==> src/rtl/spike_xbar_layer.sv <==
module spike_xbar_layer #(
  parameter int N_IN     = 4,
  parameter int M_OUT    = 3,
  parameter int W_W      = 4,
  parameter int IN_W     = 6,
  parameter int OUT_W    = 5,
  parameter int WIN_W    = 8,
  parameter int THR_W    = 8,
  parameter int DEAD_CYC = 2
) (
  input  logic                     clk,
  input  logic                     rst_n,
  input  logic                     wr_en,
  input  logic [((N_IN>1)?$clog2(N_IN):1)-1:0]   wr_row,
  input  logic [((M_OUT>1)?$clog2(M_OUT):1)-1:0] wr_col,
  input  logic [W_W-1:0]           wr_val,
  input  logic                     start,
  input  logic [N_IN*IN_W-1:0]     in_count,
  input  logic [WIN_W-1:0]         win_len,
  input  logic [THR_W-1:0]         threshold,
  output logic                     busy,
  output logic                     done,
  output logic [M_OUT*OUT_W-1:0]   spike_count
);
  localparam int EW    = (IN_W > WIN_W) ? IN_W : WIN_W;
  localparam int SUM_W = ((THR_W > W_W) ? THR_W : W_W) + $clog2(N_IN + 1) + 1;
  localparam int DW    = (DEAD_CYC > 0) ? $clog2(DEAD_CYC + 1) : 1;
  localparam logic [OUT_W-1:0] OMAX = '1;

  logic [W_W-1:0]   wt    [N_IN][M_OUT];
  logic [WIN_W-1:0] len_r, cyc, slots;
  logic [THR_W-1:0] thr_r;
  logic [EW-1:0]    eff   [N_IN];
  logic [EW-1:0]    clamp [N_IN];
  logic [EW:0]      ph    [N_IN];
  logic [EW:0]      nxt   [N_IN];
  logic [N_IN-1:0]  spk;
  logic [SUM_W-1:0] acc   [M_OUT];
  logic [SUM_W-1:0] sum   [M_OUT];
  logic [DW-1:0]    dead  [M_OUT];
  logic [OUT_W-1:0] cnt   [M_OUT];
  logic [M_OUT-1:0] fire;

  wire             accept    = start && !busy;
  wire             last      = ({1'b0, cyc} + 1'b1) >= {1'b0, len_r};
  wire [WIN_W-1:0] new_slots = win_len >> 1;

  always_comb begin
    for (int i = 0; i < N_IN; i++) begin
      clamp[i] = (EW'(in_count[i*IN_W +: IN_W]) > EW'(new_slots)) ?
                 EW'(new_slots) : EW'(in_count[i*IN_W +: IN_W]);
      nxt[i]   = ph[i] + {1'b0, eff[i]};
      spk[i]   = busy && !cyc[0] && (eff[i] != '0) && (nxt[i] >= (EW+1)'(slots));
    end
  end

  always_comb begin
    for (int j = 0; j < M_OUT; j++) begin
      sum[j] = acc[j];
      for (int i = 0; i < N_IN; i++)
        if (spk[i]) sum[j] = sum[j] + SUM_W'(wt[i][j]);
      fire[j] = busy && (dead[j] == '0) && (sum[j] >= SUM_W'(thr_r));
    end
  end

  always_ff @(posedge clk or negedge rst_n) begin
    if (!rst_n) begin
      for (int i = 0; i < N_IN; i++)
        for (int j = 0; j < M_OUT; j++) wt[i][j] <= '0;
    end else if (wr_en && !busy && (int'(wr_row) < N_IN) && (int'(wr_col) < M_OUT)) begin
      wt[wr_row][wr_col] <= wr_val;
    end
  end

  always_ff @(posedge clk or negedge rst_n) begin
    if (!rst_n) begin
      busy  <= 1'b0;
      done  <= 1'b0;
      cyc   <= '0;
      len_r <= '0;
      slots <= '0;
      thr_r <= '0;
      for (int i = 0; i < N_IN; i++) begin
        eff[i] <= '0;
        ph[i]  <= '0;
      end
      for (int j = 0; j < M_OUT; j++) begin
        acc[j]  <= '0;
        dead[j] <= '0;
        cnt[j]  <= '0;
      end
    end else if (accept) begin
      busy  <= 1'b1;
      done  <= 1'b0;
      cyc   <= '0;
      len_r <= win_len;
      slots <= new_slots;
      thr_r <= threshold;
      for (int i = 0; i < N_IN; i++) begin
        eff[i] <= clamp[i];
        ph[i]  <= '0;
      end
      for (int j = 0; j < M_OUT; j++) begin
        acc[j]  <= '0;
        dead[j] <= '0;
        cnt[j]  <= '0;
      end
    end else if (busy) begin
      cyc  <= cyc + 1'b1;
      busy <= !last;
      done <= last;
      if (!cyc[0])
        for (int i = 0; i < N_IN; i++)
          ph[i] <= spk[i] ? (nxt[i] - (EW+1)'(slots)) : nxt[i];
      for (int j = 0; j < M_OUT; j++) begin
        if (dead[j] != '0) begin
          dead[j] <= dead[j] - 1'b1;
          acc[j]  <= '0;
        end else if (fire[j]) begin
          acc[j]  <= '0;
          dead[j] <= DW'(DEAD_CYC);
          if (cnt[j] != OMAX) cnt[j] <= cnt[j] + 1'b1;
        end else begin
          acc[j] <= sum[j];
        end
      end
    end else begin
      done <= 1'b0;
    end
  end

  for (genvar j = 0; j < M_OUT; j++) begin : g_out
    assign spike_count[j*OUT_W +: OUT_W] = cnt[j];


    dead_hold_chk: assert property (@(posedge clk) disable iff (!rst_n)
      (busy && dead[j] != '0) |=> (acc[j] == '0));


    cnt_step_chk: assert property (@(posedge clk) disable iff (!rst_n)
      (busy && !accept) |=> (cnt[j] == $past(cnt[j]) || cnt[j] == OUT_W'($past(cnt[j]) + 1'b1)));


    acc_below_thr_chk: assert property (@(posedge clk) disable iff (!rst_n)
      (busy && !fire[j] && dead[j] == '0) |=> (acc[j] < SUM_W'(thr_r)) || (thr_r == '0));

    for (genvar i = 0; i < N_IN; i++) begin : g_w

      wt_hold_chk: assert property (@(posedge clk) disable iff (!rst_n)
        busy |=> $stable(wt[i][j]));
    end
  end


  done_pulse_chk: assert property (@(posedge clk) disable iff (!rst_n)
    done |=> !done);


  done_end_chk: assert property (@(posedge clk) disable iff (!rst_n)
    done |-> (!busy && $past(busy)));


  spike_even_chk: assert property (@(posedge clk) disable iff (!rst_n)
    cyc[0] |-> (spk == '0));
endmodule

==> config.mk <==
export PLATFORM = sky130hd
export DESIGN_NAME = spike_xbar_layer
export DESIGN_NICKNAME = d
export VERILOG_FILES = /design/src/rtl/spike_xbar_layer.sv
export SDC_FILE = /design/constraint.sdc
export NUM_CORES = 1
export LEC_CHECK = 0
export BUFFER_PORTS_ARGS = -buffer_cell sky130_fd_sc_hd__buf_4
export CORE_AREA = 2 2 273 167
export DETAILED_ROUTE_END_ITERATION = 7
export DIE_AREA = 0 0 275 169
export SETUP_SLACK_MARGIN = 0.02
export SLEW_MARGIN = 20
export SYNTH_ARGS = -nofsm -noshare
export SYNTH_HDL_FRONTEND = slang
export SYNTH_SLANG_ARGS = --single-unit
==> constraint.sdc <==
create_clock -name clk -period 17.1 [get_ports clk]
set_input_delay 1.71 -clock clk [delete_from_list [all_inputs] [get_ports clk]]
set_output_delay 1.71 -clock clk [all_outputs]
set_load 0.01 [all_outputs]
==> impl_metrics.tcl, run 1 <==
set metrics [dict create \
    ant_nets 0 \
    overflow 0 \
    cts_hold_buf 0 \
    grt_pass1_wl_um 83800 \
    fmax_mhz 97.6 \
    fin_nets 2290 \
    die_area_mm2 0.0465 \
    portBuffers 68 \
    synth-edff-count 0 \
    min_path_type "reg -> reg" \
    min_period_over_period_pct 59.9 \
    yosysWarnings 0 \
    worst_slew_pin_slew_ns 1.12 \
    core_area_mm2 0.0441 \
    post_cts_resize_count 0 \
    multi_input_area_mm2 0.0118 \
    slowest_stage "a21oi_1" \
    path_delay_family "compound AO/OA/AOI/OAI gates" \
    cts_tree "built" \
    drv_slew 0 \
    ioPinCount 69 \
    synthTopCellsByCount "nand2_1 (205), dfrtp_1 (195), ha_1 (176)" \
    yosysUniqueCellTypes 98 \
    clock_path_buffers 2 \
    setup_viol 0 \
    cp_common_cell "a21oi_1" \
    tns_ns 0 \
    yosysTopAreaCell "dfrtp_1" \
    initial_core_util_pct 39.4 \
    min_delay_worst_endpoint "ph[22]$_DFFE_PN0P_" \
    clk_pin_slew_ns 0.08 \
    r2r_start "eff[24]$_DFFE_PN0P_" \
    vias 15400 \
    netlist_instances 2015 \
    grt_pass1_vias 14200 \
    synth-seq-cells 195 \
    relSlewSlack_pct 24.9 \
    rr_endpoint "acc[4]$_DFFE_PN0P_" \
    top_layer "met4" \
    cp.buffers_inverters 4 \
    max_stage_delay_ns 0.79 \
    antenna_found_initial 0 \
    syn-num-nets 2263 \
    reg2reg_slack_ns 6.85 \
    cts_setup_buffers 0 \
    async_flop_share_pct 100 \
    clock_latency_ns 0.48 \
    place_congestion 0.995 \
    drt-initial-drc-count 1541 \
    ys_top_cells_by_area "dfrtp_1 (28%), ha_1 (13%), nand2_1 (4.4%), xnor2_1 (4.4%), a21oi_1 (4.1%)" \
    fin_crit_ns 10.25 \
    netlist_area_mm2 0.0174 \
    hold_viol 0 \
    cts_buffers 17 \
    worstPathRequired_ns 17.51 \
    finClkSkew_ns 0.0131 \
    routed_wl_um 53400 \
    num_rows 60 \
    drive_above_1_share_pct 10.4 \
    cp.arrival_ns 10.65 \
    num_antenna_cells 0 \
    firstDrtPassIters 5 \
    avgSynthCellArea_um2 8.63 \
    drt-met1-wl_um 28800 \
    grtUsageTotal_pct 23.3 \
    synth_seq_area_share_pct 28.1 \
    cp_max_fo 21 \
    routed-wl-met2_um 19300 \
    cp-start-kind "flop" \
    critPathKind "reg -> reg" \
    r2r_cells 41 \
    numClockSinks 195 \
    rsz0062_at_grt "false" \
    synth.top_cell.area_share_pct 28.1 \
    cap_violations 0 \
    yosysMostFrequentCell "nand2_1" \
    viasPerCell 5.81 \
    dp_hpwl_um 41500 \
    dieHeight_um 169 \
    end_kind "flop" \
    fill_cells 4355 \
    wl_met3_um 4900 \
    status "complete, no violations" \
    root_buffer "clkbuf_16" \
    routedWlPerCell_um 20.2 \
    hold-path-cell-count 2 \
    route.detailed.drc 0 \
    h-tree-depth 4 \
    synth_ff_type "dfrtp_1" \
    area_growth_pct 9.86 \
    ff_latch_area_mm2 0.00488 \
    die_w_um 275 \
    hold_path.startpoint "ph[22]$_DFFE_PN0P_" \
    grt_max_degree 88 \
]
==> worst register-to-register path: cells and delay by family (launching register included) <==
family,cells,cell delay [ns]
xor+xnor,1,0.17
fa+ha+maj,8,2.62
compound gates,13,3.81
flops,1,0.41
buf+inv,4,0.31
simple gates,15,2.88
==> metal layers <==
layer	up-vias	GRT usage, %
met5	-	0
met4	0	3.57
met3	29	5.86
met2	571	29.5
met1	7366	38.6
li1	7393	-
==> logic make-up (layout without fill, tap and decap cells) <==
family,after synthesis,after routing,share of synthesized area (%)
simple gates,636,636,18.0
fa+ha+maj,196,196,15.0
buf+inv,182,221,4.18
xor+xnor,130,130,6.64
compound gates,590,590,22.8
mux,86,86,5.33
flops,195,195,28.1
==> placed cells by master, fill, tap and decap left out, types with 9 or more instances in the layout <==
| cell type | Yosys | final |
|---|---|---|
| nand2_1 | 205 | 204 |
| dfrtp_1 | 195 | 195 |
| ha_1 | 176 | 176 |
| a21oi_1 | 143 | 141 |
| o21ai_0 | 140 | 138 |
| nor2_1 | 136 | 134 |
| inv_1 | 103 | 103 |
| xnor2_1 | 87 | 87 |
| buf_4 | 3 | 86 |
| mux2_2 | 53 | 53 |
| nand3_1 | 49 | 49 |
| a21o_1 | 47 | 47 |
| nor2b_1 | 46 | 45 |
| nor3_1 | 45 | 45 |
| xor2_1 | 42 | 42 |
| mux2i_1 | 33 | 33 |
| nand2b_1 | 32 | 32 |
| a22o_1 | 32 | 32 |
| o211ai_1 | 31 | 31 |
| o21a_1 | 20 | 20 |
| a211oi_1 | 21 | 20 |
| fa_1 | 20 | 20 |
| and2_1 | 19 | 19 |
| nand4_1 | 19 | 19 |
| o31ai_1 | 17 | 17 |
| clkbuf_16 | 0 | 17 |
| a31oi_1 | 15 | 15 |
| and3_1 | 15 | 15 |
| or3_1 | 11 | 11 |
| o21ai_1 | 11 | 11 |
| o41ai_1 | 10 | 10 |
| o21bai_1 | 9 | 9 |
==> state kept, by name, summed over array words and instances (netlist names) <==
| name | cells |
|---|---|
| dead | 6 |
| cyc | 8 |
| done | 1 |
| wt | 48 |
| spike_count | 15 |
| eff | 28 |
| len_r | 8 |
| thr_r | 8 |
| busy | 1 |
| ph | 36 |
| acc | 36 |
==> cell type report <==
type | count | area share (%)
timing repair buffer | 87 | 3.45
clock inverter | 13 | 0.911
sequential | 195 | 25.6
inverter | 103 | 2.02
tap | 589 | 3.86
multi-input combinational | 1638 | 61.9
clock buffer | 18 | 2.30
==> worst max-delay path by stage <==
| stage | start | end | slack (ns) | cells after the start |
|---|---|---|---|---|
| after floorplan | eff[24]$_DFFE_PN0P_ | dead[1]$_DFFE_PN0P_ | 8.66 | 43 |
| final | eff[24]$_DFFE_PN0P_ | acc[4]$_DFFE_PN0P_ | 6.85 | 41 |
| after global placement | eff[24]$_DFFE_PN0P_ | acc[4]$_DFFE_PN0P_ | 7.43 | 41 |
| after CTS | eff[24]$_DFFE_PN0P_ | acc[4]$_DFFE_PN0P_ | 7.10 | 41 |
| after global routing | eff[24]$_DFFE_PN0P_ | acc[2]$_DFFE_PN0P_ | 5.99 | 41 |
| after detailed placement | eff[24]$_DFFE_PN0P_ | acc[1]$_DFFE_PN0P_ | 7.15 | 41 |
==> stage by stage <==
stage	instance area [µm²]	setup slack (ns)	instances	hold slack, ns	util, %
floorplan	17400	8.66	2015	0.452	-
global placement	18500	7.43	2612	0.471	41.9
detailed placement	18500	7.15	2612	0.480	41.9
CTS	19100	7.10	2643	0.499	43.2
global route	19100	5.99	2643	0.526	43.3
finish	19100	6.85	2643	0.494	43.3
Power of run 1 is left out: the tool's default activity adds up to more than one toggle a clock period on the data nets, which glitch-free logic cannot reach.
==> inputs of run 2 (changes only) <==
- ABC_AREA: not set -> 1
- clock period: 17.1 -> 10.4 ns (I/O delays scaled with it)
==> run 2 against run 1 <==
- utilization rose by 0.051 points
- largest cell class unchanged
- first-iteration DRC count shrank 8.7%
- hold slack got worse by 0.0093 ns
- critical path type unchanged
- flip-flop and latch count unchanged
==> impl_metrics.tcl, run 2 <==
set metrics [dict create \
    post_dp_cell_area_mm2 0.0185 \
    cts_tree "built" \
    regMostFlops "wt" \
    cts_buffers 17 \
    drive_above_1_share_pct 9.99 \
    synth-edff-count 0 \
    cp_max_fo 41 \
    drv_slew 0 \
    hold_slack_ns 0.485 \
    slowest_stage "fa_1" \
    min_period_over_period_pct 86.8 \
    end_kind "flop" \
    dp_hpwl_um 40300 \
    routed_wl_um 51900 \
    grtUsageTotal_pct 22.9 \
    dieHeight_um 169 \
    relSlewSlack_pct 40.7 \
    layout_commonest_cell "nand2_1" \
    finClkSkew_ns 0.0112 \
    worst_slack_ns 1.38 \
    fin_nets 2738 \
    final_cell_mix "nand2_1 (613), inv_1 (308), o21ai_0 (218)" \
    largest_reg_flops 48 \
    grt_max_degree 92 \
    clock_latency_ns 0.47 \
    die_area_mm2 0.0465 \
    die_w_um 275 \
    place_congestion 0.907 \
    clk_pin_slew_ns 0.08 \
    cap_violations 0 \
    synth.top_cell.area_share_pct 28.0 \
    ioPinCount 69 \
    h-tree-depth 4 \
    vias 16300 \
    portBuffers 68 \
    status "complete, no violations" \
    num_rows 60 \
    yosysTopAreaCell "dfrtp_1" \
    cts_setup_buffers 0 \
    worstPathRequired_ns 10.81 \
    rsz0062_at_grt "false" \
    drt-initial-drc-count 1407 \
    fin_crit_ns 9.02 \
    routedWlPerCell_um 16.8 \
    fill_cells 4507 \
    max_stage_delay_ns 0.46 \
    syn-num-nets 2691 \
    netlist_area_mm2 0.0174 \
    ys_top_cells_by_area "dfrtp_1 (28%), nand2_1 (13%), ha_1 (13%), inv_1 (6.7%), o21ai_0 (6.3%)" \
    overflow 0 \
    yosysWarnings 0 \
    root_buffer "clkbuf_16" \
    grt_pass1_vias 15200 \
    initial_core_util_pct 39.4 \
    viasPerCell 5.27 \
    fmax_mhz 111 \
    synth_seq_area_share_pct 28.0 \
    tns_ns 0 \
    synthTopCellsByCount "nand2_1 (614), inv_1 (309), o21ai_0 (218)" \
    setup_viol 0 \
    yosysUniqueCellTypes 61 \
    numClockSinks 195 \
    dp_slack_ns 1.45 \
    firstDrtPassIters 7 \
    antenna_found_initial 1 \
    cp.arrival_ns 9.43 \
    area_growth_pct 9.83 \
    min_path_type "reg -> reg" \
    ant_nets 0 \
    critPathKind "reg -> reg" \
    clock_path_buffers 2 \
    netlist_instances 2443 \
    cp-start-kind "flop" \
    worst_slew_pin_slew_ns 0.887 \
    num_antenna_cells 0 \
    post_cts_resize_count 0 \
    async_flop_share_pct 100 \
    grt_pass1_wl_um 83500 \
    synth_ff_type "dfrtp_1" \
    avgSynthCellArea_um2 7.13 \
    core_area_mm2 0.0441 \
    yosysMostFrequentCell "nand2_1" \
    cts_hold_buf 0 \
    reg_top3 "wt x48, acc x36, ph x36" \
    finalInstanceArea_mm2 0.0191 \
    hold_viol 0 \
    route.detailed.drc 0 \
    synth-seq-cells 195 \
]
[run 2: layout make-up]
cell class / count / area (µm²) / area share [%]
clock inverter: 15 / 190 / 0.995
tap: 589 / 737 / 3.85
inverter: 327 / 1230 / 6.45
clock buffer: 17 / 425 / 2.22
timing repair buffer: 82 / 622 / 3.25
multi-input combinational: 1867 / 11000 / 57.7
sequential: 195 / 4880 / 25.5
[run 2: worst max-delay path: cells and delay by family, from the launching register on]
family,cells,cell delay (ns)
adders and majority gates,8,2.75
DFF,1,0.37
buffers and inverters,7,0.75
AOI/OAI and AO/OA,16,3.17
xor gates and xnor gates,1,0.13
and+or+nand+nor,13,1.73
[run 2: metal layers]
| metal | up-vias | track usage (%) | share of wire, % |
|---|---|---|---|
| li1 | 8126 | - | - |
| met1 | 7642 | 36.1 | 52 |
| met2 | 505 | 31.7 | 38 |
| met3 | 35 | 4.85 | 8.1 |
| met4 | 0 | 4.42 | 1.1 |
| met5 | - | 0 | 0 |
[run 2: per-stage QoR]
stage	util, %	std cells
5_1_grt	43.3	3092
3_3_place_gp	41.9	3060
6_report	43.3	3092
2_1_floorplan	-	2443
4_1_cts	43.3	3092
3_5_place_dp	41.9	3060
[run 2: kinds of logic after synthesis]
group	synth area share [%]
AND/OR/NAND/NOR	28.7
AO/OA/AOI/OAI	14.9
buffers and inverters	8.60
adder cells (fa/ha/maj)	15.0
flip-flops	28.0
XOR/XNOR	4.77
multiplexers	0.0575
[run 2: final timing paths]
| check | endpoint | cells after the start | start | slack, ns |
|---|---|---|---|---|
| worst min-delay path | dead[2]$_DFFE_PN0P_ | 2 | dead[2]$_DFFE_PN0P_ | 0.48 |
| max in group asynchronous | ph[4]$_DFFE_PN0P_ | 2 | rst_n | 8.53 |
| worst max-delay path | dead[1]$_DFFE_PN0P_ | 45 | eff[24]$_DFFE_PN0P_ | 1.38 |
| worst min register to register | dead[2]$_DFFE_PN0P_ | 2 | dead[2]$_DFFE_PN0P_ | 0.48 |
| worst max register to register | dead[1]$_DFFE_PN0P_ | 45 | eff[24]$_DFFE_PN0P_ | 1.38 |
| min in group asynchronous | wt[19]$_DFFE_PN0P_ | 1 | rst_n | 0.60 |
Power of run 2 is left out for the same reason.
==> inputs of run 3 (changes only) <==
- CORE_AREA: 2 2 273 167 -> 5 5 276 170
- DIE_AREA: 0 0 275 169 -> 0 0 281 175
==> run 3 against run 2 <==
- largest cell class unchanged
- sequential share of layout area hardly changed
- clock-buffer cell count is the same
- non-clock buffer count is the same
- flip-flop and latch count is the same
- cell count is the same
==> impl_metrics.tcl, run 3 (same netlist as run 2, synthesis figures left out) <==
set metrics [dict create \
    cp.arrival_ns 9.24 \
    regMostFlops "wt" \
    core_area_mm2 0.0442 \
    worst-path-stages 45 \
    startpoint "eff[24]$_DFFE_PN0P_" \
    hold_viol 0 \
    rr_endpoint "dead[0]$_DFFE_PN0P_" \
    place_congestion 0.904 \
    path_delay_family "compound AO/OA/AOI/OAI gates" \
    drive_above_1_share_pct 9.99 \
    final_cell_mix "nand2_1 (613), inv_1 (308), o21ai_0 (218)" \
    grt.met2_usage_pct 29.2 \
    largest_reg_flops 48 \
    vias 16300 \
    antenna_found_initial 4 \
    max_stage_delay_ns 0.47 \
    min_path_type "reg -> reg" \
    area_growth_pct 9.95 \
    hold_slack_ns 0.493 \
    cp_max_fo 39 \
    r2r_start "eff[24]$_DFFE_PN0P_" \
    critPathKind "reg -> reg" \
    post_cts_resize_count 0 \
    gr-usage-met3_pct 5.01 \
    drv_slew 0 \
    min_period_over_period_pct 85.0 \
    ioPinCount 69 \
    ant_nets 0 \
    routed_wl_um 52100 \
    route.detailed.drc 0 \
    cts_hold_buf 0 \
    worst_slew_pin_slew_ns 0.874 \
    cp_common_cell "nand2_1" \
    r2r_cells 45 \
    final_cells 3092 \
    grt_pass1_vias 15300 \
    root_buffer "clkbuf_16" \
    portBuffers 68 \
    clock_path_buffers 2 \
    grtUsageTotal_pct 21.1 \
    num_antenna_cells 0 \
    cp.buffers_inverters 7 \
    use_met1_pct 33.0 \
    endpoint "dead[0]$_DFFE_PN0P_" \
    initial_core_util_pct 39.4 \
    drt-initial-drc-count 1457 \
    dp_cells 3060 \
    fin_nets 2738 \
    worstPathRequired_ns 10.80 \
    rsz0062_at_grt "false" \
    fin_crit_ns 8.84 \
    cap_violations 0 \
    reg2reg_slack_ns 1.56 \
    cts_buffers 17 \
    viasPerCell 5.28 \
    grt_pass1_wl_um 83100 \
    tns_ns 0 \
    end_kind "flop" \
    h-tree-depth 4 \
    fmax_mhz 113 \
    overflow 0 \
    num_rows 60 \
    cts_setup_buffers 0 \
    reg_top3 "wt x48, acc x36, ph x36" \
    cts_tree "built" \
    status "complete, no violations" \
    relSlewSlack_pct 41.7 \
    cp-start-kind "flop" \
    setup_viol 0 \
    firstDrtPassIters 6 \
    routedWlPerCell_um 16.9 \
    numClockSinks 195 \
    clock_latency_ns 0.47 \
    die_area_mm2 0.0492 \
    clk_pin_slew_ns 0.09 \
    dieHeight_um 175 \
    grt_max_degree 81 \
    die_w_um 281 \
    busiest_layer "met1" \
    finClkSkew_ns 0.0222 \
    layout_commonest_cell "nand2_1" \
    slowest_stage "buf_4" \
    dp_hpwl_um 40200 \
]
run 3: worst min-delay path by stage:
stage | from | to | slack, ns | cells after the start
after floorplan | dead[4]$_DFFE_PN0P_ | dead[4]$_DFFE_PN0P_ | 0.44 | 2
after global placement | dead[0]$_DFFE_PN0P_ | dead[0]$_DFFE_PN0P_ | 0.46 | 2
after detailed placement | dead[2]$_DFFE_PN0P_ | dead[2]$_DFFE_PN0P_ | 0.47 | 2
after CTS | dead[2]$_DFFE_PN0P_ | dead[2]$_DFFE_PN0P_ | 0.49 | 2
after global routing | dead[0]$_DFFE_PN0P_ | dead[0]$_DFFE_PN0P_ | 0.51 | 2
final | dead[0]$_DFFE_PN0P_ | dead[0]$_DFFE_PN0P_ | 0.49 | 2
run 3: layout make-up:
class / instances / area [µm²]
fillers: 4432 / 25100
flip-flops and latches: 195 / 4880
inverters: 327 / 1230
repair buffers: 82 / 622
multi-input cells: 1867 / 11000
well taps: 589 / 737
clock buffers: 17 / 425
clock inverters: 15 / 211
run 3: worst register-to-register path: cells and delay by family (launching register included):
kind | cells | cell delay [ns]
flops | 1 | 0.39
fa+ha+maj | 7 | 2.57
buf+inv | 7 | 1.03
xor+xnor | 1 | 0.13
compound gates | 16 | 3.04
simple gates | 14 | 1.62
run 3: layer usage:
metal	up-vias	share of wire, %
met4	4	1.2
met1	7671	52
met5	-	0.029
li1	8137	-
met2	463	39
met3	45	7.9
run 3: per-stage QoR:
stage	worst slack (ns)	area (µm²)	util [%]
2_1_floorplan	2.48	17400	-
3_3_place_gp	1.99	18500	41.8
3_5_place_dp	1.65	18500	41.8
4_1_cts	1.58	19100	43.3
5_1_grt	0.818	19100	43.3
6_report	1.56	19100	43.3
Power of run 3 is left out for the same reason.
